--- src/rtl/plic_core.sv ---
module plic_core #(
  parameter int NSRC = 31,
  parameter int NCTX = 2,
  parameter int PW   = 3,
  parameter int AW   = 24,
  parameter logic [31:0] EDGE_SRC = 32'hFF00_0000
) (
  input  logic            clk,
  input  logic            rst_n,
  input  logic [NSRC:1]   irq_src_i,
  input  logic [AW-1:0]   bus_addr_i,
  input  logic [31:0]     bus_wdata_i,
  input  logic            bus_we_i,
  input  logic            bus_re_i,
  output logic [31:0]     bus_rdata_o,
  output logic [NCTX-1:0] ctx_irq_o
);
  localparam int IW = $clog2(NSRC + 1);
  localparam int PGW = AW - 12;
  localparam int CTX_PAGE = 'h200;

  logic [NSRC:1][PW-1:0]   prio;
  logic [NCTX-1:0][NSRC:1] en;
  logic [NCTX-1:0][PW-1:0] thr;
  logic [NSRC:1] pend, busy, lat, prev, take, done;
  logic [NCTX-1:0][IW-1:0] best_id;
  logic [NCTX-1:0][PW-1:0] best_p;
  logic [NCTX-1:0] hit_thr, hit_clm;
  logic [31:0] rd_val;

  wire [PGW-1:0] page = bus_addr_i[AW-1:12];
  wire [11:0]    off  = bus_addr_i[11:0];
  wire is_prio = (page == '0);
  wire is_en   = (page == PGW'(2)) && (off[6:2] == 5'd0);

  always_comb begin
    for (int c = 0; c < NCTX; c++) begin
      hit_thr[c] = (page == PGW'(CTX_PAGE + c)) && (off == 12'h000);
      hit_clm[c] = (page == PGW'(CTX_PAGE + c)) && (off == 12'h004);
    end
  end

  always_comb begin
    for (int c = 0; c < NCTX; c++) begin
      best_id[c] = '0;
      best_p[c]  = thr[c];
      for (int i = 1; i <= NSRC; i++)
        if (pend[i] && en[c][i] && prio[i] > best_p[c]) begin
          best_id[c] = IW'(i);
          best_p[c]  = prio[i];
        end
    end
  end

  always_comb begin
    rd_val = '0;
    for (int i = 1; i <= NSRC; i++)
      if (is_prio && off[11:2] == 10'(i)) rd_val = 32'(prio[i]);
    for (int c = 0; c < NCTX; c++) begin
      if (is_en && off[11:7] == 5'(c)) rd_val = 32'({en[c], 1'b0});
      if (hit_thr[c]) rd_val = 32'(thr[c]);
      if (hit_clm[c]) rd_val = 32'(best_id[c]);
    end
  end

  always_comb begin
    take = '0;
    done = '0;
    for (int c = 0; c < NCTX; c++)
      for (int i = 1; i <= NSRC; i++) begin
        if (bus_re_i && hit_clm[c] && best_id[c] == IW'(i)) take[i] = 1'b1;
        if (bus_we_i && hit_clm[c] && bus_wdata_i == 32'(i) && busy[i]) done[i] = 1'b1;
      end
  end

  always_ff @(posedge clk) begin
    if (!rst_n) begin
      pend <= '0; busy <= '0; lat <= '0; prev <= '0;
    end else begin
      prev <= irq_src_i;
      for (int i = 1; i <= NSRC; i++) begin
        if (EDGE_SRC[i]) begin
          if (take[i]) begin
            pend[i] <= 1'b0; busy[i] <= 1'b1;
            lat[i]  <= irq_src_i[i] & ~prev[i];
          end else if (done[i]) begin
            busy[i] <= 1'b0;
            pend[i] <= lat[i] | (irq_src_i[i] & ~prev[i]);
            lat[i]  <= 1'b0;
          end else if (irq_src_i[i] && !prev[i]) begin
            if (busy[i]) lat[i] <= 1'b1;
            else pend[i] <= 1'b1;
          end
        end else begin
          if (take[i]) begin
            pend[i] <= 1'b0; busy[i] <= 1'b1;
          end else if (done[i]) busy[i] <= 1'b0;
          else if (!busy[i] && irq_src_i[i]) pend[i] <= 1'b1;
        end
      end
    end
  end

  always_ff @(posedge clk) begin
    if (!rst_n) begin
      prio <= '0; en <= '0; thr <= '0;
      bus_rdata_o <= '0; ctx_irq_o <= '0;
    end else begin
      if (bus_re_i) bus_rdata_o <= rd_val;
      for (int i = 1; i <= NSRC; i++)
        if (bus_we_i && is_prio && off[11:2] == 10'(i)) prio[i] <= bus_wdata_i[PW-1:0];
      for (int c = 0; c < NCTX; c++) begin
        if (bus_we_i && is_en && off[11:7] == 5'(c)) en[c] <= bus_wdata_i[NSRC:1];
        if (bus_we_i && hit_thr[c]) thr[c] <= bus_wdata_i[PW-1:0];
        ctx_irq_o[c] <= (best_id[c] != '0);
      end
    end
  end
endmodule

--- config.mk ---
export PLATFORM = sky130hd
export DESIGN_NAME = plic_core
export DESIGN_NICKNAME = d
export VERILOG_FILES = /design/src/rtl/plic_core.sv
export SDC_FILE = /design/constraint.sdc
export NUM_CORES = 1
export LEC_CHECK = 0
export ABC_AREA = 1
export BUFFER_PORTS_ARGS = -buffer_cell sky130_fd_sc_hd__buf_2
export CAP_MARGIN = 20
export CELL_PAD_IN_SITES_DETAIL_PLACEMENT = 1
export CELL_PAD_IN_SITES_GLOBAL_PLACEMENT = 1
export CORE_AREA = 2 2 205 207
export DETAILED_ROUTE_END_ITERATION = 12
export DIE_AREA = 0 0 207 209
export PLACE_DENSITY = 0.87
export SYNTH_ARGS = -nofsm -noshare
export SYNTH_HDL_FRONTEND = slang
export SYNTH_SLANG_ARGS = --single-unit
--- constraint.sdc ---
create_clock -name clk -period 60.3 [get_ports clk]
set_input_delay 9.045 -clock clk [delete_from_list [all_inputs] [get_ports clk]]
set_output_delay 9.045 -clock clk [all_outputs]
set_load 0.01 [all_outputs]
==> Yosys cells after proc, flatten, opt, wreduce, memory -nomap -nowiden <==
Cells that the tools add are included.
{ "classes": {"order_cmp": 62, "reduce_logical": 582, "eq_ne": 137, "muxes": 401, "bitwise_logic": 48} }
{ "ops": {"columns": ["op", "count"], "rows": [
  ["32-bit two-way mux", 36],
  ["32-bit by 5-bit == test with 1-bit output (second input constant)", 16],
  ["1-bit logical AND", 420],
  ["5-bit two-way mux", 60],
  ["32-bit by 4-bit == test with 1-bit output (second input constant)", 8],
  ["1-bit two-way mux", 244],
  ["3-bit greater-than comparator", 62],
  ["3-bit two-way mux", 61],
  ["10-bit by 5-bit == test with 1-bit output (second input constant)", 16],
  ["5-bit == test (second input constant)", 32],
  ["32-bit by 3-bit == test with 1-bit output (second input constant)", 4],
  ["10-bit by 4-bit == test with 1-bit output (second input constant)", 8],
  ["5-bit by 4-bit == test with 1-bit output (second input constant)", 16],
  ["2-bit AND reduction", 39],
  ["2-bit nonzero test", 39],
  ["32-bit by 2-bit == test with 1-bit output (second input constant)", 2],
  ["2-bit OR reduction", 31],
  ["3-bit nonzero test", 16],
  ["10-bit by 3-bit == test with 1-bit output (second input constant)", 4],
  ["5-bit by 3-bit == test with 1-bit output (second input constant)", 8],
  ["32-bit by 1-bit == test with 1-bit output (second input constant)", 1],
  ["1-bit inverter", 32],
  ["1-bit logical NOT", 31],
  ["12-bit by 10-bit == test with 1-bit output (second input constant)", 2],
  ["other kinds (12)", 42]
]} }
{ "word_totals": {"elab_cells": 1338, "out_inout_bits": 34, "inputBits": 91, "register_bits": 296} }

==> Logic depth before layout (Yosys ltp) <==
{ "depth": {"depth_word": 99, "ltp_mapped": 238} }

==> Worst setup path after synthesis <==
No wires, ideal clock.
{ "synth_path": {"path_type": "reg2reg", "from": "register thr[5] (netlist bit)", "to": "register lat[24] (netlist bit)", "path_stages_with_launch": 207, "t_arrival_ps": 30275, "slack_ps": 29908, "setup_ps": 117, "synth_period_minus_slack_ps": 30392, "path_cell_list": "dfxtp_1 > inv_1 > ha_1 > nand3_1 > nand2_2 > inv_4 > nand2_4 > o21ai_0 > ha_1 > o21ai_0 > nand3_1 > nand3_1 > nand2_2 > o21ai_0 > ha_1 > o32ai_1 > inv_2 > nand2_4 > [171 not listed] > nand2_1 > o21ai_0 > ha_1 > a21oi_1 > o21ai_0 > nand4_1 > inv_1 > nor2_1 > nand4_1 > nor2_1 > nand2_2 > nand2_2 > inv_2 > buf_4 > nand2_1 > nand3_1 > nand3_1 > o21ai_1"} }
{ "synth_between": {"elab_chain_cells": 98, "word_cells_on_any_way": 130, "classes_between": "order compare: 31; eq/ne: 1; mux: 63; reduce/logical: 35"} }
{ "synth_rtl": {"columns": ["item", "line_no", "text"], "rows": [
  ["start: declaration", "24", "logic [NCTX-1:0][PW-1:0] thr;"],
  ["start signal: indexed assignment", "114", "if (bus_we_i && hit_thr[c]) thr[c] <= bus_wdata_i[PW-1:0];"],
  ["3-bit greater-than comparator", "48", "if (pend[i] && en[c][i] && prio[i] > best_p[c]) begin"],
  ["1-bit logical AND", "48", null],
  ["3-bit two-way mux", "48", null],
  ["3-bit greater-than comparator", "48", null],
  ["1-bit logical AND", "48", null],
  ["3-bit two-way mux", "48", null],
  ["3-bit greater-than comparator", "48", null],
  ["1-bit logical AND", "48", null],
  ["[82 not listed]", null, null],
  ["3-bit greater-than comparator", "48", null],
  ["1-bit logical AND", "48", null],
  ["5-bit two-way mux (*)", "48", null],
  ["5-bit == test (*)", "71", "if (bus_re_i && hit_clm[c] && best_id[c] == IW'(i)) take[i] = 1'b1;"],
  ["1-bit logical AND (*)", "71", null],
  ["1-bit two-way mux (*)", "71", null],
  ["3-bit nonzero test (no source line)", null, null],
  ["2-bit AND reduction (no source line)", null, null],
  ["end signal: indexed assignment", "85", "lat[i] <= irq_src_i[i] & ~prev[i];"],
  ["end: declaration", "25", "logic [NSRC:1] pend, busy, lat, prev, take, done;"]
]} }
Every way passes the cells marked *; elsewhere a longest branch is shown, timed or not.
A chain may end at the register's enable or synchronous reset.

==> Worst setup path after layout <==
{ "layout_path": {"from": "register prio[2] (netlist bit)", "to": "register busy[14] (netlist bit)"} }
{ "layout_between": {"elab_chain_cells": 98, "word_cells_on_any_way": 254, "classes_between": "order compare: 62; eq/ne: 2; mux: 125; reduce/logical: 65"} }
{ "layout_rtl": {"columns": ["item", "line_no", "text"], "rows": [
  ["start: declaration", "22", "logic [NSRC:1][PW-1:0] prio;"],
  ["start signal: indexed assignment", "111", "if (bus_we_i && is_prio && off[11:2] == 10'(i)) prio[i] <= bus_wdata_i[PW-1:0];"],
  ["3-bit greater-than comparator", "48", null],
  ["1-bit logical AND", "48", null],
  ["3-bit two-way mux", "48", null],
  ["3-bit greater-than comparator", "48", null],
  ["1-bit logical AND", "48", null],
  ["3-bit two-way mux", "48", null],
  ["3-bit greater-than comparator", "48", null],
  ["1-bit logical AND", "48", null],
  ["[82 not listed]", null, null],
  ["3-bit greater-than comparator", "48", null],
  ["1-bit logical AND", "48", null],
  ["5-bit two-way mux", "48", null],
  ["5-bit by 4-bit == test with 1-bit output", "71", null],
  ["1-bit logical AND", "71", null],
  ["1-bit two-way mux", "71", null],
  ["1-bit two-way mux (*)", "71", null],
  ["1-bit two-way mux / 2-bit nonzero test (equally long branches)", null, null],
  ["end signal: assignment", "78", "pend <= '0; busy <= '0; lat <= '0; prev <= '0;"],
  ["end signal: indexed assignment", "96", "pend[i] <= 1'b0; busy[i] <= 1'b1;"],
  ["end signal: indexed assignment", "97", "end else if (done[i]) busy[i] <= 1'b0;"],
  ["end: declaration", "25", null]
]} }
Marks and branches as above.

==> flow_summary.yaml <==
finish:
  fin_area_sq_um: 21800
  syn_to_final_growth_pct: 11.4
  nets: 3293
  final_util_pct: 52.8
  drive_above_1_share_pct: 15.7
  fillCellCount: 5684
setup_path:
  worstSetupEndpointType: "flop"
  worstRegToRegCells: 200
  path_common_cell: "o21ai_0"
  cp-start-kind: "flop"
  critPathKind: "flop to flop"
  cp_top_family: "compound AO/OA/AOI/OAI gates"
  cp_max_fo: 15
  arrival_ns: 37.69
  slowest_delay_ns: 0.55
  crit_slowest_cell: "nor3_4"
  path_buf_inv: 13
  cp.depth: 200
  cp_data_required_time_ns: 60.82
floorplanning:
  chipWidth_microns: 207
  dieArea_sq_um: 43300
  ios: 125
  die_y_microns: 209
  std_cell_rows: 75
  start_util_pct: 47.4
  core_sq_um: 41300
clocking:
  clk_latency_ns: 0.58
  cts_sinks: 273
  post_cts_resized: 0
  cts_buffer_depth: 3
  cts_tree: "built"
  post_cts_buffers: 0
  path_clk_slew_ns: 0.06
  cts_root_buf: "clkbuf_16"
  numCtsBuffers: 35
  postCtsHoldBufs: 0
  cts_max_level: 2
pwr:
  pwr-share-seq_pct: 43.6
  leakage_nw: 9.69
  internal_power_w: 0.000315
  peakVddDrop_mv: 0.0193
  power_density_nw_per_um2: 19.5
  share_comb_of_total_power_pct: 5.2
  pwr-share-clk_pct: 51.2
  switching_share_pct: 26.1
  switchingPower_w: 0.000111
timing:
  fin_crit_ns: 37.17
  max_slew.worst_pin.slew_ns: 1.17
  setup_viol: 0
  slew-limit-headroom_pct: 21.7
  fmax_mhz: 26.9
  fin_worst_skew_ns: 0.0315
  rsz0062_at_grt: "false"
  drv_slew: 0
  period_share_pct: 61.6
  finalHoldViolCount: 0
  fin_setup_tns_ns: 0
drt:
  viasPerCell: 5.96
  wl_per_cell_microns: 22.4
  vias: 22000
  firstDrtPassIters: 5
  drtIter0Drc: 1696
  wirelength_microns: 82600
  drc: 0
  ant_nets: 0
logic_synthesis:
  synth.area.top_cells: "dfxtp_1 28%, o21ai_0 11%, nand2_1 9.7%, inv_1 7.8%, a21oi_1 7.2%"
  synth_flop_cell: "dfxtp_1"
  synth_common_cells: "507 x nand2_1, 416 x o21ai_0, 409 x inv_1"
  synth_fp_nets: 3194
  synth_top_cell_by_area: "dfxtp_1"
  async_flop_share_pct: 0
  synth.top_cell.area_share_pct: 27.9
  ys_seq_elements: 273
  ys_seq_area_share_pct: 27.9
  synth_cell_types: 59
  syn_inst: 3029
  synth.most_common_cell: "nand2_1"
  synth-edff-count: 0
  netlist_area_sq_um: 19600
  yosys_warnings: 0
  syn_avg_cell_area_sq_um: 6.46
worst_hold_path:
  hold_path.class: "flop to flop"
  hold_depth: 2
global_route:
  grt_max_degree: 95
  grt_util_all_layers_pct: 37.5
  antenna_found_initial: 6
  grt_pass1_wl_microns: 129000
  overflow: 0
  first_global_vias: 23100
placed_design:
  globalplace.congestion: 0.983
  placed_area_sq_um: 20600
  dpl.hpwl_microns: 63400
  port_buffers: 124
flow_run:
  drv_cap: 0
outcome:
  status: "completed"
state kept, by name (all words and copies together), names as in the netlist:
signal       count
bus_rdata_o     32
busy            31
ctx_irq_o        2
en              62
lat              8
pend            31
prev             8
prio            93
thr              6
worst min-delay path, cell delays in order, from the launching register on:
cell and delay, ns:
dfxtp_1 0.30, nand2_1 0.06, a21oi_1 0.05
per-layer routing:
metal	up-vias	track usage [%]	part of all wire [%]
li1	10400	-	-
met1	10700	46.0	42
met2	696	63.1	46
met3	232	5.28	6.0
met4	6	21.1	6.0
met5	-	0	0.057
cell families after synthesis:
group,Yosys count,share of synthesized area [%]
AOI/OAI and AO/OA,892,25.5
adders and majority gates,74,4.73
buffers and inverters,522,10.3
DFF,273,27.9
and+or+nand+nor,1268,31.5
per-stage QoR:
| stage | hold slack (ns) | total power (W) | instances | worst slack [ns] |
|---|---|---|---|---|
| 4_1_cts | 0.461 | 0.000427 | 3693 | 23.39 |
| 6_report | 0.459 | 0.000426 | 3694 | 23.13 |
| 2_1_floorplan | 0.437 | 0.000197 | 3029 | 29.91 |
| 3_5_place_dp | 0.452 | 0.000211 | 3630 | 23.66 |
| 3_3_place_gp | 0.449 | 0.000210 | 3630 | 24.98 |
| 5_1_grt | 0.475 | 0.000435 | 3694 | 19.73 |
cell type report:
cell class	count	area, sq um	share of cell area (%)
antenna	1	2.50	0.0115
clock buffer	53	1020	4.69
clock inverter	10	146	0.671
inverter	449	1690	7.75
multi-input combinational	2234	12100	55.5
sequential	273	5470	25.1
tap	539	674	3.09
timing repair buffer	135	709	3.25
power groups by stage:
stage,Combinational [W],Clock [W],Sequential (W)
finish,0.0000222,0.000218,0.000186
detailed placement,0.0000213,0,0.000189
floorplan,0.0000103,0,0.000187
global route,0.0000237,0.000226,0.000186
global placement,0.0000206,0,0.000189
CTS,0.0000216,0.000220,0.000185
final timing paths:
| path | startpoint | endpoint | slack, ns |
|---|---|---|---|
| hold / removal | bus_rdata_o[9]$_SDFFE_PN0P_ | bus_rdata_o[9]$_SDFFE_PN0P_ | 0.46 |
| hold reg to reg | bus_rdata_o[9]$_SDFFE_PN0P_ | bus_rdata_o[9]$_SDFFE_PN0P_ | 0.46 |
| setup reg to reg | prio[2]$_SDFFE_PN0P_ | busy[14]$_SDFFE_PN0P_ | 23.13 |
| setup / recovery | prio[2]$_SDFFE_PN0P_ | busy[14]$_SDFFE_PN0P_ | 23.13 |
cells in the final DEF (no fill, tap or decap), drive strengths merged, types with 6 or more instances in the layout:
cell type / netlist / routed
clkinv: 5 / 10
ha: 74 / 74
o211ai: 54 / 54
nor2: 244 / 244
dfxtp: 273 / 273
a21oi: 285 / 285
nand4: 22 / 22
buf: 14 / 135
o32ai: 14 / 14
or2: 6 / 6
nand2: 673 / 673
clkbuf: 59 / 53
a211oi: 14 / 14
inv: 444 / 445
nand3: 247 / 247
o21ai: 435 / 435
a31oi: 19 / 19
o22ai: 34 / 34
o221ai: 12 / 12
nor4: 10 / 10
a22oi: 7 / 7
nor3: 58 / 58
Note: power is estimated with default switching activity, not from simulation.
